`src/rtl/evt_latch_pkg.sv`:
```
// Package: shared geometry and register addresses of the level-event bank.
// Assumes byte addressing with one register per 4-byte slot.
package evt_latch_pkg;
    localparam int unsigned ADDR_W = 5;

    localparam logic [ADDR_W-1:0] A_ENABLE = 5'h00;
    localparam logic [ADDR_W-1:0] A_RAW    = 5'h04;
    localparam logic [ADDR_W-1:0] A_MASKED = 5'h08;
    localparam logic [ADDR_W-1:0] A_CLEAR  = 5'h0C;
    localparam logic [ADDR_W-1:0] A_POLAR  = 5'h10;
    localparam logic [ADDR_W-1:0] A_MODE   = 5'h14;
endpackage

```
`src/rtl/evt_capture_cell.sv`:
```
// Module: one sticky event flag.
// Sets asynchronously while the input is at its active level, with no clock
// needed. Clears synchronously on reset or on a clear pulse. The set path has
// priority, so a flag cleared while its input is still active stays set.
// Assumes clr is a single-cycle pulse from the bus clock domain.
module evt_capture_cell (
    input  logic clk,
    input  logic rst_n,
    input  logic level_in,
    input  logic active_low,
    input  logic clr,
    output logic flag
);
    logic arm;

    // Active level detect: polarity 0 means high is active.
    assign arm = level_in ^ active_low;

    // Sticky flag: asynchronous set by level, synchronous reset and clear.
    always_ff @(posedge clk or posedge arm) begin
        if (arm)
            flag <= 1'b1;
        else if (!rst_n)
            flag <= 1'b0;
        else if (clr)
            flag <= 1'b0;
    end

    // an active level seen at a clock edge always has its flag set.
    a_r2_level_sets_flag: assert property (@(posedge clk) disable iff (!rst_n)
        arm |-> flag);

    // without a clear pulse a set flag stays set.
    a_r5_flag_sticky: assert property (@(posedge clk) disable iff (!rst_n)
        (flag && !clr) |=> flag);

    // a clear while the level is still active leaves the flag set.
    a_r6_rearm_on_clear: assert property (@(posedge clk) disable iff (!rst_n)
        (clr && arm) |=> flag);
endmodule

```
`src/rtl/evt_sync2.sv`:
```
// Module: two-flop synchronizer, one per bit, into the bus clock domain.
// Assumes each bit is an independent flag; no bus coherency is implied.
module evt_sync2 #(
    parameter int unsigned W = 8
) (
    input  logic         clk,
    input  logic         rst_n,
    input  logic [W-1:0] async_in,
    output logic [W-1:0] sync_out
);
    logic [W-1:0] stage1;

    // Two-stage capture of the asynchronous flags.
    always_ff @(posedge clk) begin
        if (!rst_n) begin
            stage1   <= '0;
            sync_out <= '0;
        end else begin
            stage1   <= async_in;
            sync_out <= stage1;
        end
    end
endmodule

```
`src/rtl/evt_regs.sv`:
```
// Module: register file and read decode of the event bank.
// Holds the enable and polarity registers, turns writes to the clear address
// into a one-cycle clear vector, and returns read data combinationally.
// Assumes reg_addr is stable while reg_rdata is sampled.
module evt_regs
    import evt_latch_pkg::*;
#(
    parameter int unsigned NCH = 8
) (
    input  logic              clk,
    input  logic              rst_n,
    input  logic              reg_wr,
    input  logic [ADDR_W-1:0] reg_addr,
    input  logic [NCH-1:0]    reg_wdata,
    input  logic [NCH-1:0]    raw_sync,
    output logic [NCH-1:0]    en_q,
    output logic [NCH-1:0]    pol_q,
    output logic [NCH-1:0]    clr_vec,
    output logic [NCH-1:0]    reg_rdata
);
    logic wr_en, wr_pol, wr_clr;

    // Address decode of the write strobe.
    always_comb begin
        wr_en  = reg_wr && (reg_addr == A_ENABLE);
        wr_pol = reg_wr && (reg_addr == A_POLAR);
        wr_clr = reg_wr && (reg_addr == A_CLEAR);
    end

    // Write-one-to-clear pulse, valid for the write cycle only.
    assign clr_vec = wr_clr ? reg_wdata : '0;

    // Enable and polarity storage.
    always_ff @(posedge clk) begin
        if (!rst_n) begin
            en_q  <= '0;
            pol_q <= '0;
        end else begin
            if (wr_en)  en_q  <= reg_wdata;
            if (wr_pol) pol_q <= reg_wdata;
        end
    end

    // Read mux; the mode register is fixed at level mode (zero).
    always_comb begin
        case (reg_addr)
            A_ENABLE: reg_rdata = en_q;
            A_RAW:    reg_rdata = raw_sync;
            A_MASKED: reg_rdata = raw_sync & en_q;
            A_POLAR:  reg_rdata = pol_q;
            default:  reg_rdata = '0;
        endcase
    end

    // the enable register changes only on a write to its own address.
    a_r9_enable_holds: assert property (@(posedge clk) disable iff (!rst_n)
        !(reg_wr && reg_addr == A_ENABLE) |=> $stable(en_q));

    // the polarity register changes only on a write to its own address.
    a_r9_polarity_holds: assert property (@(posedge clk) disable iff (!rst_n)
        !(reg_wr && reg_addr == A_POLAR) |=> $stable(pol_q));
endmodule

```
`src/rtl/evt_latch_bank.sv`:
```
// Module: top of the latching level-event interrupt bank.
// One capture cell per channel, a synchronizer into the bus domain, the
// register file, and the combined interrupt. Assumes evt_in may change at any
// time, including while clk is stopped.
module evt_latch_bank
    import evt_latch_pkg::*;
#(
    parameter int unsigned NCH = 8
) (
    input  logic              clk,
    input  logic              rst_n,
    input  logic [NCH-1:0]    evt_in,
    input  logic              reg_wr,
    input  logic [ADDR_W-1:0] reg_addr,
    input  logic [NCH-1:0]    reg_wdata,
    output logic [NCH-1:0]    reg_rdata,
    output logic              irq
);
    logic [NCH-1:0] flags;
    logic [NCH-1:0] raw_sync;
    logic [NCH-1:0] en_q;
    logic [NCH-1:0] pol_q;
    logic [NCH-1:0] clr_vec;

    // Per-channel sticky capture.
    for (genvar g = 0; g < NCH; g++) begin : g_cell
        evt_capture_cell u_cell (
            .clk        (clk),
            .rst_n      (rst_n),
            .level_in   (evt_in[g]),
            .active_low (pol_q[g]),
            .clr        (clr_vec[g]),
            .flag       (flags[g])
        );
    end

    evt_sync2 #(.W(NCH)) u_sync (
        .clk      (clk),
        .rst_n    (rst_n),
        .async_in (flags),
        .sync_out (raw_sync)
    );

    evt_regs #(.NCH(NCH)) u_regs (
        .clk       (clk),
        .rst_n     (rst_n),
        .reg_wr    (reg_wr),
        .reg_addr  (reg_addr),
        .reg_wdata (reg_wdata),
        .raw_sync  (raw_sync),
        .en_q      (en_q),
        .pol_q     (pol_q),
        .clr_vec   (clr_vec),
        .reg_rdata (reg_rdata)
    );

    // Combined interrupt from the enabled, synchronized flags.
    assign irq = |(raw_sync & en_q);

    // synchronized status reports only flags that were set two edges back.
    a_r2_sync_lag: assert property (@(posedge clk) disable iff (!rst_n)
        (raw_sync & ~$past(flags, 2)) == '0);

    // the interrupt never fires with every channel disabled.
    a_r8_irq_needs_enable: assert property (@(posedge clk) disable iff (!rst_n)
        irq |-> (en_q != '0));

    // the interrupt never fires without a synchronized flag.
    a_r7_irq_needs_flag: assert property (@(posedge clk) disable iff (!rst_n)
        irq |-> (raw_sync != '0));
endmodule

```
`config.mk`:
```
export PLATFORM = sky130hd
export DESIGN_NAME = evt_latch_bank
export DESIGN_NICKNAME = d
export VERILOG_FILES = /design/src/rtl/evt_latch_pkg.sv /design/src/rtl/evt_capture_cell.sv /design/src/rtl/evt_sync2.sv /design/src/rtl/evt_regs.sv /design/src/rtl/evt_latch_bank.sv
export SDC_FILE = /design/constraint.sdc
export NUM_CORES = 1
export LEC_CHECK = 0
export ABC_AREA = 1
export BUFFER_PORTS_ARGS = -buffer_cell sky130_fd_sc_hd__buf_2
export CAP_MARGIN = 20
export CORE_MARGIN = 10
export CORE_UTILIZATION = 57
export CTS_BUF_LIST = sky130_fd_sc_hd__clkbuf_2 sky130_fd_sc_hd__clkbuf_4 sky130_fd_sc_hd__clkbuf_8
export CTS_CLUSTER_SIZE = 8
export DETAILED_ROUTE_END_ITERATION = 8
export GPL_ROUTABILITY_DRIVEN = 0
export PLACE_DENSITY = 0.84
export RECOVER_POWER = 25
export SYNTH_ARGS = -nofsm -noshare
export SYNTH_HDL_FRONTEND = slang
export SYNTH_HIERARCHICAL = 1
export SYNTH_SLANG_ARGS = --single-unit
```
`constraint.sdc`:
```
create_clock -name clk -period 1.11 [get_ports clk]
set_clock_uncertainty 0.1 [all_clocks]
set_input_delay 0.0555 -clock clk [delete_from_list [all_inputs] [get_ports clk]]
set_output_delay 0.0555 -clock clk [all_outputs]
set_load 0.005 [all_outputs]
```
==> results.md, run 1 <==
* Critical path class: reg -> out
* Die area at 0.00649 mm²
* Status: finished, violations left
* Net Count, Synth at 355
* Final setup margin at -140 ps
* Max incr delay on CP at 360 ps
* Syn Inst Count at 331
* Arrival time at the worst endpoint at 1090 ps
* All-layer global routing usage at 18.3%
* CTS clk-pin slew, worst paths at 80 ps
* Largest net degree at the start of global routing at 41
* R2R depth at 2
* Hold endpoint: g_cell[5].u_cell/flag
* Hold-critical path depth at 4
* Global-route wire length before repair at 9510 µm
* CTS sink count at 40
* Buf+Inv Stages, Crit Path at 2
* Post-Route WL at 5780 µm
* Area of the mapped netlist at 0.00209 mm²
* Die Ht at 80.6 µm
* Worst slew margin at 80.6%
* Final min period at 1250 ps
* TNS Setup at -821 ps
* Combinational share of power at 9.7%
* Final Hold Viols at 0
* Crit end category: primary output
* Min-Delay Path Class: in -> reg
* Vias per inst at 4.90
* Cell family with most CP delay: flip-flops
* Switch share at 22.9%
* P_int at 0.00227 W
* FF-to-FF End: g_cell[3].u_cell/flag
* Mapped Avg Cell Area at 6.32 µm²
* Setup WS pre-CTS at -73.6 ps
* Pwr Density at 1060 mW/mm²
* Max Cap Viol at 0
* DR WL/cell at 13.0 µm
* Count of different cell masters after synthesis at 19
* Sequential area share after synthesis at 40.7%
* Root Driver: clkbuf_8
* Clk_lat worst skew at 300 ps
* Layout cells sized above 1 at 28.3%
* NetSw at 0.000674 W
* CP most frequent cell: nand2_1
* Seq pwr share at 49.3%
* Worst EP required at 950 ps
* Worst IR Drop VDD at 0.811 mV
* DRT Pass-1 Iters at 4
* IO Pins at 33
* DP HPWL at 3590 µm
* # rows at 21
* R2R setup slack at 200 ps
* CTS Buf Count at 5
* H-Tree Depth at 2
* Failing checks: setup timing
* Starting DRT DRC Count at 337
* Initial Utilization at 60.7%
* Clock tree buffer depth at 2
* Largest fanout on the critical path at 4
* Number of port buffers at 32
* Final Setup Violations at 9
* Critical path's slowest cell: dfxtp_2
* Max Clock Freq at 800 MHz
* Number of remaining DRC errors at 0
* CP cell instances: nand4_1, nand2_1, inv_1, nand2_1, buf_2
* Yosys reg bits at 40
* Placeable core region at 0.00344 mm²
* Tcrit/Tclk final at 113%
* Slew at the pin closest to its max-slew limit at 290 ps
* Worst r2r src: g_cell[3].u_cell/flag
* Via count at 2182
* Initial antenna violation count at 0
* Hold_sp: rst_n
* Leak at 1.58 nW
* Antenna viol nets, final at 0
* Total grt overflow at 0
* RSZ-0062 raised after global routing: yes
* Slew Viols, Final at 0
* CTS tree: built
* Die Width at 80.6 µm
* Antenna diodes at 0
* Crit path launch type: flop
* Power share of the clock group at 40.9%
* Vias in the first global route at 2187
* Yosys warning count at 6
* Area delta synth->final at 32.1%
* Nets at 422
## worst max-delay path by stage
stage | start | end | slack, ps | cells after the start
global route | u_regs/en_q[7] | reg_rdata[7] | -180 | 5
floorplan | reg_addr[1] | reg_rdata[0] | 150 | 6
global placement | reg_addr[1] | reg_rdata[3] | -40 | 8
finish | u_regs/en_q[6] | reg_rdata[6] | -140 | 5
detailed placement | reg_addr[1] | g_cell[3].u_cell/flag | -70 | 7
CTS | u_regs/en_q[7] | reg_rdata[7] | -110 | 5
## worst reg2reg max path, cell delays in order (launching register included)
cell,delay (ps)
dfstp_2,550
nand2_1,60
nor2_1,130
## kinds of logic (layout without fill, tap and decap cells)
group,Yosys count,after routing,share of synthesized area [%]
and+or+nand+nor,215,215,43.6
buffers and inverters,76,144,15.7
DFF,40,40,40.7
## layout by cell type, fill, tap and decap left out
cell,Yosys,layout
dfxtp_2,0,17
buf_4,3,17
dfxtp_4,0,2
nand4_2,2,2
nor2_4,1,1
bufinv_16,0,1
clkbuf_8,0,5
nand4_4,1,1
nand2_2,5,12
buf_12,1,4
dfxtp_1,32,13
clkinv_2,0,1
dlygate4sd3_1,0,16
inv_1,66,61
nor2_2,2,6
clkbuf_1,1,3
dfstp_2,8,8
clkbuf_4,0,1
nand4_1,17,17
nand3_1,1,1
inv_2,1,6
nor2_1,74,70
buf_2,1,29
nand2_1,112,105
## per-layer routing
metal	up-vias	wire length, µm	track usage [%]
li1	1097	-	-
met1	977	2160	19.3
met2	89	2970	32.2
met3	19	486	6.35
met4	0	163	7.75
met5	-	0	0
## Yosys cell counts, drive strengths merged
master  count  share of area, %
nand2     117                22
nor2       77                14
inv        67                12
dfxtp      32                31
nand4      20               7.3
buf         8               3.5
dfstp       8                10
clkbuf      1              0.18
nand3       1              0.24
## what timing repair did
action | 4_1_cts | 5_1_grt
pin swaps | 29 | 19
hold buffers | 16 | 0
setup endpoints to repair | 9 | 9
endpoints found under the hold margin | 32 | 0
buffers inserted | 6 | 0
resized for setup | 29 | 12
## power groups by stage
stage / logic, W / registers [W] / clock network, W
6_report: 0.000287 / 0.00145 / 0.00120
5_1_grt: 0.000314 / 0.00145 / 0.00126
4_1_cts: 0.000281 / 0.00146 / 0.00121
3_5_place_dp: 0.000229 / 0.00149 / 0
3_3_place_gp: 0.000220 / 0.00149 / 0
2_1_floorplan: 0.000116 / 0.00148 / 0
## stage by stage
step           cells  hold slack, ps  instance area (µm²)  power, W  util (%)
2_1_floorplan    331            -101                 2090   0.00160         -
4_1_cts          445            46.9                 2740   0.00295      79.7
3_3_place_gp     415           -1.50                 2390   0.00171      69.5
6_report         445            50.3                 2760   0.00294      80.3
5_1_grt          445            64.6                 2760   0.00303      80.3
3_5_place_dp     415            4.53                 2390   0.00172      69.5
## final cells by class
cell class,instances,area [µm²]
multi-input cells,215,938
clock buffers,6,76.3
repair buffers,69,524
clock inverters,2,35.0
inverters,67,251
well taps,46,57.6
flip-flops and latches,40,880
fillers,240,679
## flip-flops by register name (all words and copies together), names as in the netlist
register            cells
u_regs/en_q             8
u_sync/stage1           8
u_sync/sync_out         8
g_cell.u_cell/flag      8
u_regs/pol_q            8
No activity file was read; power rests on OpenSTA's default activity.
==> run 2: changes to the inputs <==
--- a/config.mk
+++ b/config.mk
@@ -8,13 +8,15 @@
 export ABC_AREA = 1
 export BUFFER_PORTS_ARGS = -buffer_cell sky130_fd_sc_hd__buf_2
 export CAP_MARGIN = 20
+export CELL_PAD_IN_SITES_DETAIL_PLACEMENT = 1
+export CELL_PAD_IN_SITES_GLOBAL_PLACEMENT = 1
 export CORE_MARGIN = 10
-export CORE_UTILIZATION = 57
+export CORE_UTILIZATION = 40
 export CTS_BUF_LIST = sky130_fd_sc_hd__clkbuf_2 sky130_fd_sc_hd__clkbuf_4 sky130_fd_sc_hd__clkbuf_8
 export CTS_CLUSTER_SIZE = 8
 export DETAILED_ROUTE_END_ITERATION = 8
 export GPL_ROUTABILITY_DRIVEN = 0
-export PLACE_DENSITY = 0.84
+export PLACE_DENSITY = 0.85
 export RECOVER_POWER = 25
 export SYNTH_ARGS = -nofsm -noshare
 export SYNTH_HDL_FRONTEND = slang
==> results.md, run 2 (same netlist as run 1, synthesis figures left out) <==
* Status: finished, violations left
* Failing checks: setup timing
* Final setup margin at -158 ps
* CTS tree: built
* CP most frequent cell: nand2_1
* Area of the multi-input gates at 931 µm²
* Crit path launch type: flop
* Worst IR Drop VDD at 0.676 mV
* Post-Route WL at 6300 µm
* Layout cells sized above 1 at 25.8%
* Clock tree buffer depth at 2
* Total grt overflow at 0
* Largest fanout on the critical path at 3
* CTS sink count at 40
* Max incr delay on CP at 340 ps
* Slew at the pin closest to its max-slew limit at 318 ps
* Die Width at 92.3 µm
* Largest net degree at the start of global routing at 41
* GRT Max-Usage Layer: met2
* DRT Pass-1 Iters at 4
* Reg area at 878 µm²
* # rows at 26
* Most frequent cells in the layout: nand2_1, nor2_1, inv_1
* Commonest non-fill, non-tap cell in the layout: nand2_1
* Buf+Inv Stages, Crit Path at 1
* Met2 usage at 27.4%
* CTS clk-pin slew, worst paths at 70 ps
* Cell family with most CP delay: flip-flops
* Worst slew margin at 78.8%
* Crit end category: primary output
* Number of port buffers at 32
* Critical path class: reg -> out
* IO Pins at 33
* CP cell instances: nand2_2, nand2_1, nor2_1, nand2_1, buf_2
* H-Tree Depth at 2
* Nets at 418
* Root Driver: clkbuf_8
* Clk_lat worst skew at 290 ps
* Initial Utilization at 41.2%
* Critical path's slowest cell: dfxtp_2
* Area delta synth->final at 29.1%
* Die area at 0.00852 mm²
* Global-route wire length before repair at 10600 µm
* Antenna viol nets, final at 0
* RSZ-0062 raised after global routing: yes
* Vias in the first global route at 2312
* Placeable core region at 0.00507 mm²
* Min-Delay Path Class: in -> reg
* Grt met1 use at 16.3%
* Slew Viols, Final at 0
* Worst EP required at 950 ps
* Met3 Use GR at 4.36%
* Tot Pwr at 0.00277 W
* Fillers at 707
* Arrival time at the worst endpoint at 1110 ps
* Tcrit/Tclk final at 114%
* Number of remaining DRC errors at 0
* Pwr Density at 1030 mW/mm²
* Max Cap Viol at 0
* Final Hold Viols at 0
* CTS Buf Count at 5
* All-layer global routing usage at 15.2%
* Final min period at 1270 ps
* Placed Area at 0.00238 mm²
* Starting DRT DRC Count at 92
* Die Ht at 92.3 µm
* Cell area after layout at 0.00270 mm²
* Via count at 2158
* DP HPWL at 4200 µm
* Final Setup Violations at 9
* Initial antenna violation count at 1
* Vias per inst at 4.63
* DR WL/cell at 13.5 µm
* Leak at 1.52 nW
* Max Clock Freq at 788 MHz
==> run 2: tightest hold or removal path, delay by kind of cell <==
family        cells  cell delay (ps)
simple gates      2              110
buf+inv           2              280
==> run 2: worst paths after layout <==
kind	start	to	slack [ps]	cells past startpoint
max reg2reg	u_regs/en_q[6]	u_regs/en_q[6]	240	5
min	rst_n	g_cell[6].u_cell/flag	60	4
max	u_sync/sync_out[5]	irq	-160	5
min reg2reg	u_regs/pol_q[3]	g_cell[3].u_cell/flag	180	2
min in group asynchronous	u_regs/pol_q[3]	g_cell[3].u_cell/flag	180	2
max in group asynchronous	evt_in[1]	g_cell[1].u_cell/flag	530	5
==> run 2: area by class of cell <==
type / instances / share of cell area [%]
multi-input cells: 215 / 34.5
flip-flops and latches: 40 / 32.5
repair buffers: 65 / 16.7
inverters: 67 / 9.31
clock buffers: 8 / 3.61
well taps: 70 / 3.24
diodes: 1 / 0.0927
==> run 2: per-layer routing <==
layer | wire [µm] | up-vias
li1 | - | 1089
met1 | 2690 | 1022
met2 | 3270 | 41
met3 | 264 | 6
met4 | 79 | 0
met5 | 0 | -
==> run 2: what timing repair did <==
action                                 in CTS  in global routing
hold buffers                               16                  0
endpoints found under the hold margin      32                  0
setup buffers                               2                  1
setup endpoints to repair                   9                  9
pin swaps                                  24                 12
resized for setup                          29                  4
==> run 2: stage by stage <==
step           setup slack (ps)  cells  hold WS [ps]  setup TNS, ps  util (%)
4_1_cts                    -108    464          59.8           -732      53.0
5_1_grt                    -219    466          70.5          -1450      53.2
3_5_place_dp               -110    438          11.1          -1030      46.9
6_report                   -158    466          62.9           -696      53.2
3_3_place_gp              -33.2    438          1.44           -200      46.9
2_1_floorplan               145    331          -101              0         -
==> run 2: power by group <==
group          internal [W]  switching (W)
logic              0.000117       0.000156
registers           0.00145     0.00000729
clock network      0.000556       0.000489
==> run 3: changes to the inputs <==
--- a/config.mk
+++ b/config.mk
@@ -16,6 +16,7 @@
 export CTS_CLUSTER_SIZE = 8
 export DETAILED_ROUTE_END_ITERATION = 8
 export GPL_ROUTABILITY_DRIVEN = 0
+export MAX_ROUTING_LAYER = met4
 export PLACE_DENSITY = 0.85
 export RECOVER_POWER = 25
 export SYNTH_ARGS = -nofsm -noshare
==> results.md, run 3 (same netlist as run 1, synthesis figures left out) <==
* Layout cells sized above 1 at 25.8%
* Vias per inst at 4.66
* Slew Viols, Final at 0
* DR WL/cell at 13.5 µm
* Crit end category: primary output
* CTS sink count at 40
* Initial Utilization at 41.2%
* Hold endpoint: g_cell[6].u_cell/flag
* Most frequent cells in the layout: nand2_1, nor2_1, inv_1
* Max incr delay on CP at 340 ps
* Tcrit/Tclk final at 114%
* R2R depth at 5
* Initial antenna violation count at 1
* Worst EP required at 950 ps
* Die area at 0.00852 mm²
* Failing checks: setup timing
* Final min period at 1270 ps
* CP most frequent cell: nand2_1
* Arrival time at the worst endpoint at 1120 ps
* Hold_sp: rst_n
* Die Ht at 92.3 µm
* Die Width at 92.3 µm
* DRT Pass-1 Iters at 4
* CTS tree: built
* R2R setup slack at 230 ps
* Slew at the pin closest to its max-slew limit at 325 ps
* Antenna viol nets, final at 0
* Leak at 1.52 nW
* Placeable core region at 0.00507 mm²
* Clk_lat worst skew at 290 ps
* Largest fanout on the critical path at 3
* Starting DRT DRC Count at 81
* Final Hold Viols at 0
* RSZ-0062 raised after global routing: yes
* DP HPWL at 4200 µm
* Via count at 2173
* Fillers at 707
* Largest net degree at the start of global routing at 41
* CTS Buf Count at 5
* CTS clk-pin slew, worst paths at 70 ps
* Setup WS pre-CTS at -110 ps
* Worst r2r src: u_regs/en_q[6]
* Clock tree buffer depth at 2
* Hold-critical path depth at 4
* # rows at 26
* Critical path's slowest cell: dfxtp_2
* Status: finished, violations left
* IO Pins at 33
* Final setup margin at -161 ps
* Max Clock Freq at 787 MHz
* Number of remaining DRC errors at 0
* Worst IR Drop VDD at 0.674 mV
* Max Cap Viol at 0
* Nets at 418
* Total grt overflow at 0
* Area delta synth->final at 29.1%
* Pwr Density at 1030 mW/mm²
* CP cell instances: nand2_2, nand2_1, nor2_1, nand2_1, buf_2
* Post-Route WL at 6270 µm
* Min-Delay Path Class: in -> reg
* All-layer global routing usage at 15.6%
* Root Driver: clkbuf_8
* H-Tree Depth at 2
* FF-to-FF End: u_regs/en_q[6]
* Buf+Inv Stages, Crit Path at 1
* Critical path class: reg -> out
* Vias in the first global route at 2314
* Final Setup Violations at 9
* Number of port buffers at 32
* Cell family with most CP delay: flip-flops
* Commonest non-fill, non-tap cell in the layout: nand2_1
* TNS Setup at -711 ps
* Crit path launch type: flop
* Worst slew margin at 78.3%
* Global-route wire length before repair at 10500 µm
## run 3: cell counts in the layout (fill, tap and decap cells not counted)
No cell type changed its count.
## run 3: timing repair
item                                    in CTS  in global routing
hold buffers                                16                  0
pin swaps                                   24                 12
resized for setup                           29                  4
buffers inserted                             2                  1
endpoints found under the setup margin       9                  9
gates cloned                                 0                  0
hold endpoints to repair                    32                  0
## run 3: metal layers
metal | routed length, µm | track usage [%]
met1 | 2770 | 16.5
met5 | 0 | -
met2 | 3170 | 27.4
met3 | 200 | 4.04
met4 | 138 | 5.78
## run 3: power breakdown
| group | total [W] | internal, W | switching, W |
|---|---|---|---|
| registers | 0.00146 | 0.00145 | 0.00000723 |
| logic | 0.000273 | 0.000117 | 0.000156 |
| clock network | 0.00105 | 0.000556 | 0.000492 |
| total | 0.00278 | 0.00212 | 0.000655 |
## run 3: final cells by class
cell class,count,area [µm²],area share (%)
tap,70,87.6,3.24
inverter,67,251,9.31
multi-input combinational,215,931,34.5
antenna,1,2.50,0.0927
clock buffer,8,97.6,3.61
sequential,40,878,32.5
timing repair buffer,65,452,16.7
## run 3: worst min-delay path, cell delays in order
cell and delay [ps]:
buf_2 110, buf_12 170, nand2_1 80, nor2_1 30
## run 3: how the worst max path moves through the flow
stage / start / end / slack [ps] / depth (start not counted)
detailed placement: reg_addr[3] / u_regs/pol_q[2] / -110 / 7
global route: u_regs/en_q[0] / irq / -220 / 5
CTS: u_sync/sync_out[7] / irq / -110 / 5
global placement: reg_addr[1] / u_regs/pol_q[7] / -30 / 6
finish: u_sync/sync_out[5] / irq / -160 / 5
floorplan: reg_addr[1] / reg_rdata[0] / 150 / 6
## run 3: stage by stage
stage | utilization, % | area (µm²) | total power (W) | std cells | hold WS [ps]
final | 53.2 | 2700 | 0.00278 | 466 | 61.8
after floorplan | - | 2090 | 0.00160 | 331 | -101
after global placement | 46.9 | 2380 | 0.00170 | 438 | 1.44
after CTS | 53.0 | 2690 | 0.00281 | 464 | 59.8
after global routing | 53.2 | 2700 | 0.00292 | 466 | 70.5
after detailed placement | 46.9 | 2380 | 0.00171 | 438 | 11.1
